==> src/rtl/tally_pkg.sv <==
package tally_pkg;
  // number of chained counter halves forming the full-width count
  localparam int unsigned STAGES = 2;
endpackage

==> src/rtl/tally_rise.sv <==
module tally_rise (
  input  logic clk,
  input  logic rst_n,
  input  logic level_i,
  output logic rise_o
);
  logic level_q;

  always_ff @(posedge clk or negedge rst_n) begin
    if (!rst_n) level_q <= 1'b0;
    else        level_q <= level_i;
  end

  assign rise_o = level_i & ~level_q;
endmodule

==> src/rtl/tally_stage.sv <==
module tally_stage #(
  parameter int unsigned W = 16
) (
  input  logic         clk,
  input  logic         rst_n,
  input  logic         step_i,
  output logic [W-1:0] cnt_q,
  output logic [W-1:0] cnt_nxt
);
  always_comb begin
    cnt_nxt = cnt_q;
    if (step_i) cnt_nxt = cnt_q + 1'b1;
  end

  always_ff @(posedge clk or negedge rst_n) begin
    if (!rst_n) cnt_q <= '0;
    else        cnt_q <= cnt_nxt;
  end
endmodule

==> src/rtl/tally_capture.sv <==
module tally_capture #(
  parameter int unsigned W = 32
) (
  input  logic         clk,
  input  logic         rst_n,
  input  logic         take_i,
  input  logic [W-1:0] count_i,
  input  logic         out_ready_i,
  output logic         out_valid_o,
  output logic [W-1:0] out_data_o,
  output logic [W-1:0] snap_o
);
  logic [W-1:0] delta;

  // modulo subtraction: the register width drops the borrow
  assign delta = count_i - snap_o;

  always_ff @(posedge clk or negedge rst_n) begin
    if (!rst_n) begin
      snap_o      <= '0;
      out_data_o  <= '0;
      out_valid_o <= 1'b0;
    end else if (take_i) begin
      snap_o      <= count_i;
      out_data_o  <= delta;
      out_valid_o <= 1'b1;
    end else if (out_valid_o && out_ready_i) begin
      out_valid_o <= 1'b0;
    end
  end
endmodule

==> src/rtl/gated_edge_tally.sv <==
module gated_edge_tally #(
  parameter int unsigned HALF_W = 16
) (
  input  logic                  clk,
  input  logic                  rst_n,
  input  logic                  meas_in,
  input  logic                  gate_in,
  output logic                  diff_valid,
  input  logic                  diff_ready,
  output logic [2*HALF_W-1:0]   diff_data,
  output logic [2*HALF_W-1:0]   snap_data
);
  localparam int unsigned STAGES = tally_pkg::STAGES;
  localparam int unsigned CNT_W  = HALF_W * STAGES;

  logic                meas_rise;
  logic                gate_rise;
  logic [STAGES-1:0]   step;
  logic [HALF_W-1:0]   stage_q   [STAGES];
  logic [HALF_W-1:0]   stage_nxt [STAGES];
  logic [CNT_W-1:0]    count_nxt;
  logic [HALF_W-1:0]   lo_cnt;
  logic [HALF_W-1:0]   hi_cnt;

  tally_rise u_meas_rise (.clk(clk), .rst_n(rst_n), .level_i(meas_in), .rise_o(meas_rise));
  tally_rise u_gate_rise (.clk(clk), .rst_n(rst_n), .level_i(gate_in), .rise_o(gate_rise));

  assign step[0] = meas_rise;

  for (genvar g = 0; g < STAGES; g++) begin : g_stage
    tally_stage #(.W(HALF_W)) u_stage (
      .clk    (clk),
      .rst_n  (rst_n),
      .step_i (step[g]),
      .cnt_q  (stage_q[g]),
      .cnt_nxt(stage_nxt[g])
    );
    // snapshot taken from the post-update values of every half at once
    assign count_nxt[g*HALF_W +: HALF_W] = stage_nxt[g];
    if (g < STAGES - 1) begin : g_carry
      assign step[g+1] = step[g] & (&stage_q[g]);
    end
  end

  assign lo_cnt = stage_q[0];
  assign hi_cnt = stage_q[STAGES-1];

  tally_capture #(.W(CNT_W)) u_capture (
    .clk        (clk),
    .rst_n      (rst_n),
    .take_i     (gate_rise),
    .count_i    (count_nxt),
    .out_ready_i(diff_ready),
    .out_valid_o(diff_valid),
    .out_data_o (diff_data),
    .snap_o     (snap_data)
  );
endmodule

==> config.mk <==
export PLATFORM = sky130hd
export DESIGN_NAME = gated_edge_tally
export DESIGN_NICKNAME = d
export VERILOG_FILES = /design/src/rtl/tally_pkg.sv /design/src/rtl/tally_rise.sv /design/src/rtl/tally_stage.sv /design/src/rtl/tally_capture.sv /design/src/rtl/gated_edge_tally.sv
export SDC_FILE = /design/constraint.sdc
export NUM_CORES = 1
export LEC_CHECK = 0
export BUFFER_PORTS_ARGS = -buffer_cell sky130_fd_sc_hd__buf_2
export CAP_MARGIN = 5
export CORE_MARGIN = 8
export CORE_UTILIZATION = 53
export DETAILED_ROUTE_END_ITERATION = 7
export HOLD_SLACK_MARGIN = 0.02
export MAX_ROUTING_LAYER = met4
export PLACE_DENSITY = 0.86
export SETUP_SLACK_MARGIN = 0.2
export SLEW_MARGIN = 20
export SYNTH_ARGS = -nofsm -noshare
export SYNTH_HDL_FRONTEND = slang
export SYNTH_HIERARCHICAL = 1
export SYNTH_SLANG_ARGS = --single-unit
export TNS_END_PERCENT = 30
==> constraint.sdc <==
create_clock -name clk -period 3.3 [get_ports clk]
set_input_delay 0.33 -clock clk [delete_from_list [all_inputs] [get_ports clk]]
set_output_delay 0.33 -clock clk [all_outputs]
set_load 0.02 [all_outputs]
## After elaboration in Yosys (flattened, before gate mapping)

Cells that the tools add are included.

- Add/sub/neg operators: 3
- Mux-type cells: 4
- Reductions and logical operators: 3
- Bitwise gates (word level): 5

Operators by type and width:

| operator | number |
|---|---|
| $add 16x1->16 const B | 2 |
| $mux 16 | 2 |
| $sub 32x32->32 | 1 |
| $reduce_and 16->1 | 1 |
| $and 1x1->1 | 3 |
| $mux 1 | 2 |
| $not 1->1 | 2 |
| $reduce_bool 2->1 | 1 |
| $logic_and 1x1->1 | 1 |

- Register bits: 99
- Output and inout bits: 65

## Longest topological paths before layout

- Depth in word-level cells: 5
- Mapped depth: 16

## Hierarchy

Netlist, hierarchy kept.

Modules (own cells, without submodules):

| module | times used | cells an instance | area each (sq um) | sequential area each (sq um) |
|---|---|---|---|---|
| tally_capture | 1 | 473 | 4201.5 | 1626.6 |
| tally_stage | 2 | 55 | 683.2 | 400.4 |
| tally_rise | 2 | 2 | 38.8 | 25.0 |
| gated_edge_tally | 1 | 6 | 43.8 | 0.0 |

## Least setup slack after synthesis

Ideal clock, no wire load.

- Path kind: register to register
- From: register g_stage[0].u_stage.cnt_q[7]
- To: register u_capture.out_data_o[31]
- Stages on the path, launching flop included: 15
- Data arrival time: 3496 ps
- Period minus slack after synthesis: 3630 ps
- Data required time: 3166 ps
- Setup slack: -330 ps
- Cells stage by stage: dfrtp_1 > and4_1 > nand3_1 > nor4_2 > and4_4 > nand3_1 > xnor2_1 > ha_1 > clkbuf_1 > a21oi_1 > o311ai_4 > o2111a_2 > o311ai_4 > and3_1 > o31ai_2

- Cells in the longest elaborated chain, start to end: 4
- Elaborated cells between the ends (all ways): 6

Ends and longest elaborated chain:

| what | RTL line | text |
|---|---|---|
| start: declaration | tally_stage.sv:7 | `output logic [W-1:0] cnt_q,` |
| start signal: assignment | tally_stage.sv:17 | `else cnt_q <= cnt_nxt;` |
| $reduce_and 16->1 | gated_edge_tally.sv:41 | `assign step[g+1] = step[g] & (&stage_q[g]);` |
| $and 1x1->1 | gated_edge_tally.sv:41 |  |
| net step[1] | gated_edge_tally.sv:18 | `logic [STAGES-1:0] step;` |
| $mux 16 | tally_stage.sv:12 | `if (step_i) cnt_nxt = cnt_q + 1'b1;` |
| net count_nxt[22] | gated_edge_tally.sv:21 | `logic [CNT_W-1:0] count_nxt;` |
| $sub 32x32->32 | tally_capture.sv:16 | `assign delta = count_i - snap_o;` |
| end signal: assignment | tally_capture.sv:25 | `out_data_o <= delta;` |
| end: declaration | tally_capture.sv:10 | `output logic [W-1:0] out_data_o,` |

The timed path passes the listed nets, and every way through them passes these cells.
A chain may end at the register's enable or synchronous reset.

## Worst setup path in the final report

- From: register u_meas_rise.level_q
- To: register u_capture.out_data_o[31]

- Elaborated cells between the ends (all ways): 6

RTL lines:

| what | RTL line | text |
|---|---|---|
| start: declaration | tally_rise.sv:7 | `logic level_q;` |
| start signal: assignment | tally_rise.sv:11 | `else level_q <= level_i;` |
| $not 1->1 | tally_rise.sv:14 | `assign rise_o = level_i & ~level_q;` |
| $and 1x1->1 | tally_rise.sv:14 |  |
| net meas_rise | gated_edge_tally.sv:16 | `logic meas_rise;` |
| $mux 16 | tally_stage.sv:12 |  |
| net count_nxt[9] | gated_edge_tally.sv:21 |  |
| $sub 32x32->32 | tally_capture.sv:16 |  |

The timed path passes the listed nets, and every way through them passes these cells.

==> results.txt <==
Slowest cell on crit path = dfrtp_1
Clk_skew = 0.0128 ns
CP Class = reg2reg
CTS sink count = 99
Hold Path Class = in2async
Top-level port count = 70
Via count = 5230
Crit path required time = 3.55 ns
Vias in the first global route = 5465
Starting Density = 53.4%
Largest net degree at the start of global routing = 98
Routability cong. = 0.904
Synthesized cell area = 5690 um2
Crit-path leading delay family = simple AND/OR/NAND/NOR gates
CTS Buf Count = 9
First-pass GRT wire length = 26.2 mm
Final #Nets = 836
Remaining Overflow, GRT = 0
Critical Path End Type = flip-flop
Reg clk slew, reported paths = 0.09 ns
Final worst-path cycle share = 107%
Max cap viols = 0
Comb pwr share = 61.6%
Cell-by-cell trace of the critical path = nor2b_4, and4_4, and4_4, nand4_1, xnor2_2, ha_4, and3_4, and3b_1, o31a_1, o21a_1, o2111a_2, o311ai_4, and3_4, o31ai_2
Diodes inserted = 0
Placed inst area = 7120 um2
Outcome = finished with violations
Primary FF master, synth = dfrtp_1
Sw Ratio = 41.4%
Finished Cell Area = 7880 um2
RSZ-0062 raised after global routing = yes
Syn Inst Count = 593
Post-synth EDFFs = 0
Sequential area share after synthesis = 43.5%
Synth Area in Compound Gates = 16.3%
Startpoint Class = flip-flop
Leakage = 4.02 nW
Post-synthesis adder-cell area fraction = 7.61%
Max FO, Critical Path = 4
DRT antenna net count = 0
Final wirelength = 15.9 mm
Core area = 10700 um2
Synth unique cells = 61
Final Max Slew Viols = 0
H-tree depth = 3
Mux cell area share after synthesis = 3.91%
Hold Vio Cnt, Final = 0
CTS tree = built
Root Driver = clkbuf_8
HPWL Detailed = 11.3 mm
Busiest layer in global routing = met2
Initial antenna violation count = 0
CP Data Arrival Time = 3.77 ns
Rows = 38
Setup WS post-layout = -0.228 ns
Drt pass-1 iters = 4
Vert. Die Dim = 120 um
Highest clock rate = 283 MHz
Layout cell share with drive strength beyond 1 = 41.3%
Met2 GRT Util = 39.5%
DRT iter0 DRCs = 462
Met3 Use GR = 5.73%
GR Layer Usage met1 = 25.2%
Number of vias per cell = 5.56
Fin crit period = 3.53 ns
Internal power = 3.54 mW
Failing checks = negative setup slack
Asr flop ratio synth = 100%
Syn Area/Cell = 9.59 um2
P_sw = 2.50 mW
Slew @ Worst Pin = 0.921 ns
GRT Util Overall = 23.0%
WL/cell = 16.9 um
CTS hold repair buffers = 0
Largest family of logic cells by synthesized area = simple AND/OR/NAND/NOR gates
Fillers = 739
Peak VDD IR = 0.000440 V
Seq cells post-synth = 99
Ys Warns = 6
Buf/Inv on CP = 0
Syn Nets = 632
Clock power share = 10.9%
Post-Synth Simple-Gate Area = 16.6%
Skew-Pair Late Insertion Delay = 0.39 ns
Layout Area Growth over Synthesis = 38.5%
Post-route DRC = 0
Pwr Density = 766 nW/um2
# setup viols final = 11
XOR/XNOR share of the synthesized area = 7.70%
Die W = 120 um
Setup TNS = -1.10 ns
Relative slew slack = 38.6%
I/O Buffers = 69
Die footprint = 14300 um2
CP max stage delay = 0.41 ns
Maximum clock insertion buffer count = 2
Reg power frac = 27.5%
[path summary, 6_finish.rpt]
path	startpoint	end	slack, ns	cells past startpoint
max in group asynchronous	rst_n	g_stage[1].u_stage/cnt_q[12]$_DFF_PN0_	2.61	2
worst min register to register	u_capture/out_data_o[23]$_DFFE_PN0P_	u_capture/out_data_o[23]$_DFFE_PN0P_	0.48	1
worst min-delay path	rst_n	u_capture/snap_o[13]$_DFFE_PN0P_	0.002	1
min in group clk	gate_in	u_gate_rise/level_q$_DFF_PN0_	0.07	1
worst max-delay path	u_meas_rise/level_q$_DFF_PN0_	u_capture/out_data_o[31]$_DFFE_PN0P_	-0.23	14
worst max register to register	u_meas_rise/level_q$_DFF_PN0_	u_capture/out_data_o[31]$_DFFE_PN0P_	-0.23	14
[routing by layer]
layer	share of wire, %	routed length, um
met1	40	6310
met5	0	0
met2	53	8360
met4	3.2	501
met3	4.4	703
[placed cells by master (no fill, tap or decap), drive strengths merged, types with 15 or more instances in the layout]
| cell type | count |
|---|---|
| dfrtp | 99 |
| o21ai | 50 |
| a21o | 15 |
| nand3 | 23 |
| xnor2 | 37 |
| mux2 | 18 |
| nor2 | 28 |
| buf | 215 |
| nand2 | 69 |
| nand4 | 17 |
| inv | 43 |
| a21oi | 29 |
| ha | 33 |
[logic make-up after synthesis]
logic type	after synthesis
buffers and inverters	65
AND/OR/NAND/NOR	185
flip-flops	99
adder cells (fa/ha/maj)	34
multiplexers	20
XOR/XNOR	50
AO/OA/AOI/OAI	140
[metrics by stage]
step | setup WS, ns | instances | hold slack [ns] | util [%] | power (mW)
after floorplan | -0.116 | 593 | 0.0344 | - | 3.82
after global placement | -0.271 | 906 | 0.456 | 66.9 | 4.85
after detailed placement | -0.332 | 906 | 0.459 | 66.9 | 4.96
after CTS | -0.154 | 933 | 0.0549 | 71.9 | 5.93
after global routing | -0.406 | 940 | 0.0549 | 74.0 | 6.43
final | -0.228 | 940 | 0.00175 | 74.0 | 6.03
[state kept, by name, summed over array words and instances, names as in the netlist]
register and count:
u_capture/out_data_o 32, u_gate_rise/level_q 1, u_capture/out_valid_o 1, u_meas_rise/level_q 1, g_stage.u_stage/cnt_q 32, u_capture/snap_o 32
[synthesized netlist by cell type (9+ instances only)]
cell type | count | area share (%)
a21o_1 | 15 | 2.0
o21ai_0 | 47 | 4.1
nand4_1 | 17 | 1.9
inv_1 | 43 | 2.8
mux2_2 | 18 | 3.6
nor3_1 | 10 | 0.88
nand2_1 | 69 | 4.6
ha_1 | 33 | 7.3
xor2_1 | 13 | 2.0
nand3_1 | 23 | 2.0
xnor2_1 | 37 | 5.7
a21oi_1 | 27 | 2.4
o21a_1 | 9 | 1.2
clkbuf_1 | 20 | 1.3
nor2_1 | 28 | 1.8
dfrtp_1 | 99 | 44
[timing repair]
item                       4_1_cts  5_1_grt
setup buffers                   13        7
pin swaps                       40       28
setup endpoints to repair       20       24
resized for setup               54       34
[power by group through the flow]
stage | clock [mW] | sequential [mW] | combinational, mW
after floorplan | 0 | 1.94 | 1.88
after global placement | 0 | 1.67 | 3.18
after detailed placement | 0 | 1.68 | 3.28
after CTS | 0.679 | 1.66 | 3.59
after global routing | 0.723 | 1.70 | 4.01
final | 0.659 | 1.66 | 3.72
[area by class of cell]
class                   instances  area, um2  share of cell area [%]
flip-flops and latches         99       2480                    31.4
repair buffers                215       1470                    18.7
well taps                     140        175                    2.22
clock buffers                  14        143                    1.81
inverters                      43        161                    2.05
multi-input cells             429       3450                    43.8
Power figures use the tool's default switching activity.
